[src/rtl/bcd_alarm_pkg.sv]
package bcd_alarm_pkg;
  localparam int BCD_W      = 8;
  localparam int NUM_FIELDS = 4;
  localparam int ADDR_W     = $clog2(NUM_FIELDS);

  localparam int FLD_SEC  = 0;
  localparam int FLD_MIN  = 1;
  localparam int FLD_HOUR = 2;
  localparam int FLD_DATE = 3;

  typedef enum logic [2:0] {
    RPT_MONTH  = 3'd0,
    RPT_DAY    = 3'd1,
    RPT_HOUR   = 3'd2,
    RPT_MINUTE = 3'd3,
    RPT_SECOND = 3'd4
  } rpt_mode_e;

  // Bits of a field that carry its BCD payload
  function automatic logic [BCD_W-1:0] field_mask(input int idx);
    if (idx == FLD_SEC || idx == FLD_MIN) return 8'h7F;
    return 8'h3F;
  endfunction

  function automatic logic [BCD_W-1:0] field_reset(input int idx);
    if (idx == FLD_DATE) return 8'h01;
    return 8'h00;
  endfunction

  // Range check of the payload of one field
  function automatic logic bcd_field_ok(input int idx, input logic [BCD_W-1:0] b);
    logic [BCD_W-1:0] v;
    int dec;
    v = b & field_mask(idx);
    if (v[3:0] > 4'd9 || v[7:4] > 4'd9) return 1'b0;
    dec = int'(v[7:4]) * 10 + int'(v[3:0]);
    if (idx == FLD_SEC || idx == FLD_MIN) return dec <= 59;
    if (idx == FLD_HOUR) return dec <= 23;
    return dec != 0;
  endfunction

  // Number of fields, counted from seconds upward, that take part in a match
  function automatic logic [2:0] compare_count(input rpt_mode_e m);
    case (m)
      RPT_MONTH:  return 3'd4;
      RPT_DAY:    return 3'd3;
      RPT_HOUR:   return 3'd2;
      RPT_MINUTE: return 3'd1;
      default:    return 3'd0;
    endcase
  endfunction
endpackage

[src/rtl/alarm_regfile.sv]
module alarm_regfile
  import bcd_alarm_pkg::*;
#(
  parameter int DW = BCD_W,
  parameter int NF = NUM_FIELDS,
  parameter int AW = ADDR_W
) (
  input  logic                 clk,
  input  logic                 rst,
  input  logic                 wr_en,
  input  logic [AW-1:0]        addr,
  input  logic [DW-1:0]        wdata,
  output logic [NF-1:0][DW-1:0] regs_q,
  output logic [DW-1:0]        rdata
);
  for (genvar i = 0; i < NF; i++) begin : g_fld
    logic [DW-1:0] q;
    logic          accept;
    assign accept = wr_en && (addr == AW'(i)) && bcd_field_ok(i, wdata);
    always_ff @(posedge clk) begin
      if (rst)         q <= field_reset(i);
      else if (accept) q <= wdata;
    end
    assign regs_q[i] = q;
  end

  always_ff @(posedge clk) begin
    if (rst) rdata <= '0;
    else     rdata <= regs_q[addr];
  end
endmodule

[src/rtl/alarm_repeat_decode.sv]
module alarm_repeat_decode
  import bcd_alarm_pkg::*;
#(
  parameter int NF = NUM_FIELDS
) (
  input  logic [NF-1:0] mask_bits,   // [0]=sec .. [3]=date
  output rpt_mode_e     mode
);
  always_comb begin
    case (mask_bits)
      4'b0000: mode = RPT_MONTH;
      4'b1000: mode = RPT_DAY;
      4'b1100: mode = RPT_HOUR;
      4'b1110: mode = RPT_MINUTE;
      default: mode = RPT_SECOND;
    endcase
  end
endmodule

[src/rtl/alarm_match.sv]
module alarm_match
  import bcd_alarm_pkg::*;
#(
  parameter int DW = BCD_W,
  parameter int NF = NUM_FIELDS
) (
  input  logic                  clk,
  input  logic                  rst,
  input  logic                  tick,
  input  rpt_mode_e             mode,
  input  logic [NF-1:0][DW-1:0] alarm,
  input  logic [NF-1:0][DW-1:0] tod,
  output logic                  irq
);
  logic [NF-1:0] eq;
  logic [NF-1:0] need;
  logic [2:0]    n_cmp;
  logic          hit;

  assign n_cmp = compare_count(mode);

  for (genvar i = 0; i < NF; i++) begin : g_cmp
    assign eq[i]   = ((alarm[i] ^ tod[i]) & field_mask(i)) == '0;
    assign need[i] = 3'(i) < n_cmp;
  end

  assign hit = &(eq | ~need);

  always_ff @(posedge clk) begin
    if (rst) irq <= 1'b0;
    else     irq <= tick && hit;
  end
endmodule

[src/rtl/bcd_alarm.sv]
module bcd_alarm
  import bcd_alarm_pkg::*;
#(
  parameter int DW = BCD_W,
  parameter int AW = ADDR_W
) (
  input  logic          clk,
  input  logic          rst,
  input  logic          wr_en,
  input  logic [AW-1:0] addr,
  input  logic [DW-1:0] wdata,
  output logic [DW-1:0] rdata,
  input  logic          tick,
  input  logic [DW-1:0] tod_sec,
  input  logic [DW-1:0] tod_min,
  input  logic [DW-1:0] tod_hour,
  input  logic [DW-1:0] tod_date,
  output logic          irq
);
  localparam int NF = NUM_FIELDS;

  logic [NF-1:0][DW-1:0] alarm_q;
  logic [NF-1:0][DW-1:0] tod_v;
  logic [NF-1:0]         mask_bits;
  rpt_mode_e             mode;

  assign tod_v[FLD_SEC]  = tod_sec;
  assign tod_v[FLD_MIN]  = tod_min;
  assign tod_v[FLD_HOUR] = tod_hour;
  assign tod_v[FLD_DATE] = tod_date;

  for (genvar i = 0; i < NF; i++) begin : g_mask
    assign mask_bits[i] = alarm_q[i][DW-1];
  end

  alarm_regfile #(.DW(DW), .NF(NF), .AW(AW)) u_regs (
    .clk(clk), .rst(rst), .wr_en(wr_en), .addr(addr), .wdata(wdata),
    .regs_q(alarm_q), .rdata(rdata)
  );

  alarm_repeat_decode #(.NF(NF)) u_dec (
    .mask_bits(mask_bits), .mode(mode)
  );

  alarm_match #(.DW(DW), .NF(NF)) u_match (
    .clk(clk), .rst(rst), .tick(tick), .mode(mode),
    .alarm(alarm_q), .tod(tod_v), .irq(irq)
  );
endmodule

[config.mk]
export PLATFORM = sky130hd
export DESIGN_NAME = bcd_alarm
export DESIGN_NICKNAME = d
export VERILOG_FILES = /design/src/rtl/bcd_alarm_pkg.sv /design/src/rtl/alarm_regfile.sv /design/src/rtl/alarm_repeat_decode.sv /design/src/rtl/alarm_match.sv /design/src/rtl/bcd_alarm.sv
export SDC_FILE = /design/constraint.sdc
export NUM_CORES = 1
export LEC_CHECK = 0
export ABC_CLOCK_PERIOD_IN_PS = 2000
export BUFFER_PORTS_ARGS = -buffer_cell sky130_fd_sc_hd__buf_2
export CORE_ASPECT_RATIO = 2
export CORE_MARGIN = 1
export CORE_UTILIZATION = 50
export DETAILED_ROUTE_END_ITERATION = 12
export PLACE_DENSITY = 0.87
export SKIP_CTS_REPAIR_TIMING = 1
export SLEW_MARGIN = 20
export SYNTH_ARGS = -nofsm -noshare
export SYNTH_HDL_FRONTEND = slang
export SYNTH_SLANG_ARGS = --single-unit
[constraint.sdc]
create_clock -name clk -period 2 [get_ports clk]
set_clock_uncertainty 0.05 [all_clocks]
set_input_delay 0.2 -clock clk [delete_from_list [all_inputs] [get_ports clk]]
set_output_delay 0.2 -clock clk [all_outputs]
set_load 0.005 [all_outputs]
== Yosys cells after proc, flatten, opt, wreduce, memory -nomap -nowiden ==
Index checks and enable logic that the tools add are counted.

* Output and inout bits: 9
* Bits in registers: 41
* Input bits: 46
* Logic and storage cells: 71

* Muxes and demuxes: 15
* Order comparisons: 10
* Equality and inequality tests: 9
* Bitwise gates (word level): 6
* Reduce and logical (&&, ||, !) cells: 21
* $mul: 2
* $add $sub $neg: 2

{| class="wikitable"
|+ Operators by type and width
! kind !! count
|-
| $add 32x5->32 || 2
|-
| $reduce_bool 32->1 || 2
|-
| $le 32x6->1 const B || 1
|-
| $le 32x7->1 const B || 1
|-
| $logic_not 8->1 || 4
|-
| $pmux 3 s4 || 2
|-
| $bmux 8 s2 || 1
|-
| $xor 7x7->7 || 2
|-
| $eq 4x4->1 const B || 3
|-
| $xor 6x6->6 || 2
|-
| $mux 1 || 11
|-
| $logic_and 1x1->1 || 9
|-
| $mux 8 || 1
|-
| $eq 3x2->1 const B || 2
|-
| $lt 1x3->1 const A || 2
|-
| $lt 2x3->1 const A || 2
|-
| $mul 3x3->6 const B || 1
|-
| $mul 2x3->5 const B || 1
|-
| $eq 2x2->1 const B || 2
|-
| $gt 2x4->1 const B || 1
|-
| $gt 3x4->1 const B || 1
|-
| $gt 4x4->1 const B || 1
|-
| $logic_not 4->1 || 1
|-
| $not 4->4 || 1
|-
| other kinds (8) || 9
|}

== Logic depth before layout (Yosys ltp) ==
* Depth after elaboration: 9
* Mapped depth: 9
* Mapped depth without buffers: 8

== Modules after synthesis ==
A second synthesis with hierarchy kept.

* Cells, all modules: 226
* Area total of the unflattened synthesis: 2346.0 um^2

{| class="wikitable"
|+ Modules (own cells, without submodules)
! module !! times used !! area an instance (um^2) !! seq. area each (um^2) !! cells an instance
|-
| alarm_regfile || 1 || 1959.4 || 800.8 || 176
|-
| alarm_match || 1 || 345.3 || 20.0 || 42
|-
| alarm_repeat_decode || 1 || 41.3 || 0.0 || 8
|}

== Worst setup path before layout ==
No wires, ideal clock.

* Path kind: in2reg
* Start point: in wdata[1]
* End point: reg u_regs.g_fld[3].q[0]
* Stages: 7
* Arrival time: 1927 ps
* Library setup time: 120 ps
* Setup slack: -97 ps
* Data required time: 1830 ps
* Buffers on the path: 1
* Path through: ha_1 -> fa_1 -> xor2_1 -> or4_1 -> o31a_1 -> buf_6 -> mux2i_1

* Word-level cells in the longest chain between the ends: 5
* Elaborated cells on any way between the ends: 7
* Classes of those cells: add/sub: 1; order compare: 1; mux: 2; reduce/logical: 3

{| class="wikitable"
|+ Ends and longest elaborated chain
! element !! RTL line !! source
|-
| start: declaration || bcd_alarm.sv:11 || <nowiki>input logic [DW-1:0] wdata,</nowiki>
|-
| branches (longest 3 deep; another with $add 32x5->32) || - ||
|-
| $mux 1 * || bcd_alarm_pkg.sv:36 || <nowiki>dec = int'(v[7:4]) * 10 + int'(v[3:0]);</nowiki>
|-
| $logic_and 1x1->1 * || alarm_regfile.sv:19 || <nowiki>assign accept = wr_en && (addr == AW'(i)) && bcd_field_ok(i, wdata);</nowiki>
|-
| end signal: assignment || alarm_regfile.sv:21 || <nowiki>if (rst) q <= field_reset(i);</nowiki>
|-
| end signal: assignment || alarm_regfile.sv:22 || <nowiki>else if (accept) q <= wdata;</nowiki>
|-
| end: declaration || alarm_regfile.sv:17 || <nowiki>logic [DW-1:0] q;</nowiki>
|}

Every way passes the cells marked *.
A chain may end at the register's enable or synchronous reset.

== Worst setup path in the final report ==
* Start point: in wdata[4]
* End point: reg u_regs.g_fld[0].q[5]

* Word-level cells in the longest chain between the ends: 6
* Elaborated cells on any way between the ends: 10
* Classes of those cells: add/sub: 1; mul: 1; order compare: 2; mux: 3; reduce/logical: 3

{| class="wikitable"
|+ Ends and longest elaborated chain
! element !! RTL line !! source
|-
| $mul 3x3->6 || bcd_alarm_pkg.sv:36 ||
|-
| $add 32x5->32 || bcd_alarm_pkg.sv:36 ||
|-
| $le 32x7->1 / $reduce_bool 32->1 (equally long branches) || bcd_alarm_pkg.sv:37, bcd_alarm_pkg.sv:39 ||
|-
| $mux 1 || bcd_alarm_pkg.sv:38 || <nowiki>if (idx == FLD_HOUR) return dec <= 23;</nowiki>
|-
| $mux 1 * || bcd_alarm_pkg.sv:36 ||
|-
| $logic_and 1x1->1 * || alarm_regfile.sv:19 ||
|-
| end signal: assignment || alarm_regfile.sv:21 ||
|-
| end signal: assignment || alarm_regfile.sv:22 ||
|-
| end: declaration || alarm_regfile.sv:17 ||
|}

Mark *: on every way between the ends. The rest lies on a longest branch, timed or not.

==> summary.txt <==
CTS
  • CTS tree: built
  • H-tree levels: 2
  • Clock transition at the registers of the reported paths: 90 ps
  • Root buffer cell: clkbuf_8
  • Clock buffer depth: 2
  • Total CTS buffers: 5
  • # clock sinks: 41
  • Clock latency on the worst-skew pair: 300 ps

Synthesis
  • Largest family of logic cells by synthesized area: compound AO/OA/AOI/OAI gates
  • Post-synthesis async set-or-reset flop share: 0
  • Mapped Nets: 362
  • Mapped Area: 2740 um^2
  • Synth Area in Compound Gates: 0.204
  • Top cell type's share of synthesized area: 0.299
  • Count leader, synth: dfxtp_1
  • Synth Warn #: 0
  • Top post-synthesis cells by count: 41 x dfxtp_1, 33 x o21ai_0, 32 x nand2b_1, 24 x nor2_1, 18 x nand4_1
  • Seq/Total Area, Yosys: 0.299
  • Gate Count Post-Synth: 307
  • Simple-gate portion of the synthesized area: 0.201
  • Mean post-synth cell area: 8.93 um^2
  • Post-Synth Adder-Cell Area: 0.0438
  • Post-synth EDFFs: 0
  • Post-synthesis xor/xnor area fraction: 0.0895
  • Synth Flop Type: dfxtp_1
  • Synthesized flop and latch total: 41
  • Distinct cells, synth: 41
  • Area leader, netlist: dfxtp_1
  • Mux cell area share after synthesis: 0.124
  • Largest cells by area after synthesis: dfxtp_1 30%, nand2b_1 7.3%, mux4_2 6.6%

Layout
  • P&R area growth vs syn: 26.7%
  • Post-layout util: 0.664
  • Post-route insts no fill: 429
  • Antenna diodes: 0
  • Fin nets: 425
  • Fraction of layout cells with a size suffix above 1: 0.288
  • Final-layout fill cell count: 398

Power and ir drop
  • Power per cell area: 673 nW/um^2
  • Leak Pwr: 0.00137 uW
  • Peak supply drop: 0.736 mV

Routing
  • Routed Antenna Nets: 0
  • DRC: 0
  • DR vias: 2829
  • Drt wl/cell: 19.9 um
  • WL final: 8550 um
  • Number of DRC markers in iteration 0: 162
  • DRT Pass-1 Iters: 5
  • Vias per inst: 6.59

Worst setup path
  • Crit end category: flop
  • CP Max Fanout: 16
  • Reg2reg start: u_regs.g_fld[3].q[0]
  • Worst EP arrival: 2230 ps
  • WP data required: 2170 ps
  • Worst Setup Path Type: input pin to flop
  • Critical path startpoint category: input pin
  • Crit. Startpoint: wdata[4]

Global routing
  • Global route total overflow: 0
  • Pin count of the biggest net entering global routing: 40
  • First-pass GRT wire length: 13400 um
  • Vias in the first global route: 2814
  • Initial antenna violation count: 0
  • Global-route usage over all layers: 0.319

Timing
  • Slack of the critical path: -53.4 ps
  • Period utilization: 1.03
  • Worst-Margin Slew: 571 ps
  • Count of final max-slew check failures: 0
  • Worst slew margin: 0.619
  • Fmax: 0.487 GHz
  • Tmin final: 2050 ps
  • Hold slack: 141 ps
  • Final setup fails: 2
  • Final hold vios: 0

Die
  • Core Area: 5230 um^2
  • Initial core utilization: 0.524
  • Die height: 107 um
  • Die W: 54.4 um
  • Row Count: 37
  • Full die area: 5800 um^2
  • Top Ports: 55

Min path
  • Hold wc startpoint: tick
  • Worst Hold Class: input pin to flop

Run
  • Max-cap violations: 0

Placed design
  • GPL Wtd Cong: 0.887
  • Final HPWL DP: 6070 um
  • Placed insts: 419
  • I/O Buffers: 48

Run status
  • Status: finished, violations left
  • Violated checks: setup timing
-- layout by cell type, fill, tap and decap left out, drive strengths merged, types with 2 or more instances in the layout --
cell    Yosys  final
xor2       15     15
nand4      18     18
nor2       24     24
o31a       17     17
mux2i      16     16
nor4        3      3
a31oi      17     17
mux4        8      8
xnor2      13     13
nor2b      10     10
dfxtp      41     41
clkbuf     14      7
ha          8      8
o21ai      35     35
nand2       2      2
buf         8     76
nand2b     32     32
a21oi       5      5
nand3b      2      2
inv         1      2
bufinv      0      2
-- through the flow --
step,setup TNS (ps),setup slack [ps],power [uW],cell area (um^2)
3_3_place_gp,-3980,-203,1420,3220
2_1_floorplan,0,17.8,1210,2760
6_report,-54.9,-53.4,2340,3470
3_5_place_dp,-5490,-252,1450,3220
4_1_cts,0,56.2,2260,3350
5_1_grt,-638,-105,2430,3470
-- worst max-delay path, stage by stage --
cell       delay, ps
buf_4            140
ha_4             170
fa_2             350
buf_6            140
and2b_1          180
o21ai_2          170
a22oi_2          160
clkbuf_16        220
o31a_1           300
a31oi_1          200
-- area by class of cell --
cell class | instances | area (um^2) | area share
multi-input cells | 243 | 1890 | 0.545
inverters | 1 | 3.75 | 0.00108
clock inverters | 3 | 68.8 | 0.0198
flip-flops and latches | 41 | 821 | 0.236
clock buffers | 5 | 68.8 | 0.0198
repair buffers | 78 | 544 | 0.157
well taps | 58 | 72.6 | 0.0209
-- registers in the layout, indices dropped and copies added, names as in the netlist --
name            flops
u_regs.rdata        8
u_match.irq         1
u_regs.g_fld.q     32
-- cell families after synthesis --
family                   count (synthesis)
AND/OR/NAND/NOR                         97
AO/OA/AOI/OAI                           85
XOR/XNOR                                28
multiplexers                            24
buffers and inverters                   23
flip-flops                              41
adder cells (fa/ha/maj)                  9
-- final timing paths --
check | endpoint | slack [ps] | cells past startpoint
setup / recovery | u_regs.g_fld[0].q[5] | -50 | 10
hold / removal | u_match.irq | 140 | 2
setup reg to reg | u_match.irq | 270 | 5
hold reg to reg | u_regs.g_fld[3].q[6] | 430 | 2
-- layer usage --
metal,GRT usage,vias to the layer above,share of wire
met1,0.335,1315,0.32
met2,0.532,194,0.55
met5,0,-,0
li1,-,1265,-
met4,0.229,0,0.075
met3,0.0567,55,0.064
-- power breakdown --
| part | internal [uW] | switching, uW |
|---|---|---|
| registers | 847 | 42.0 |
| logic | 306 | 323 |
| clock network | 503 | 318 |
Power figures use the tool's default switching activity.
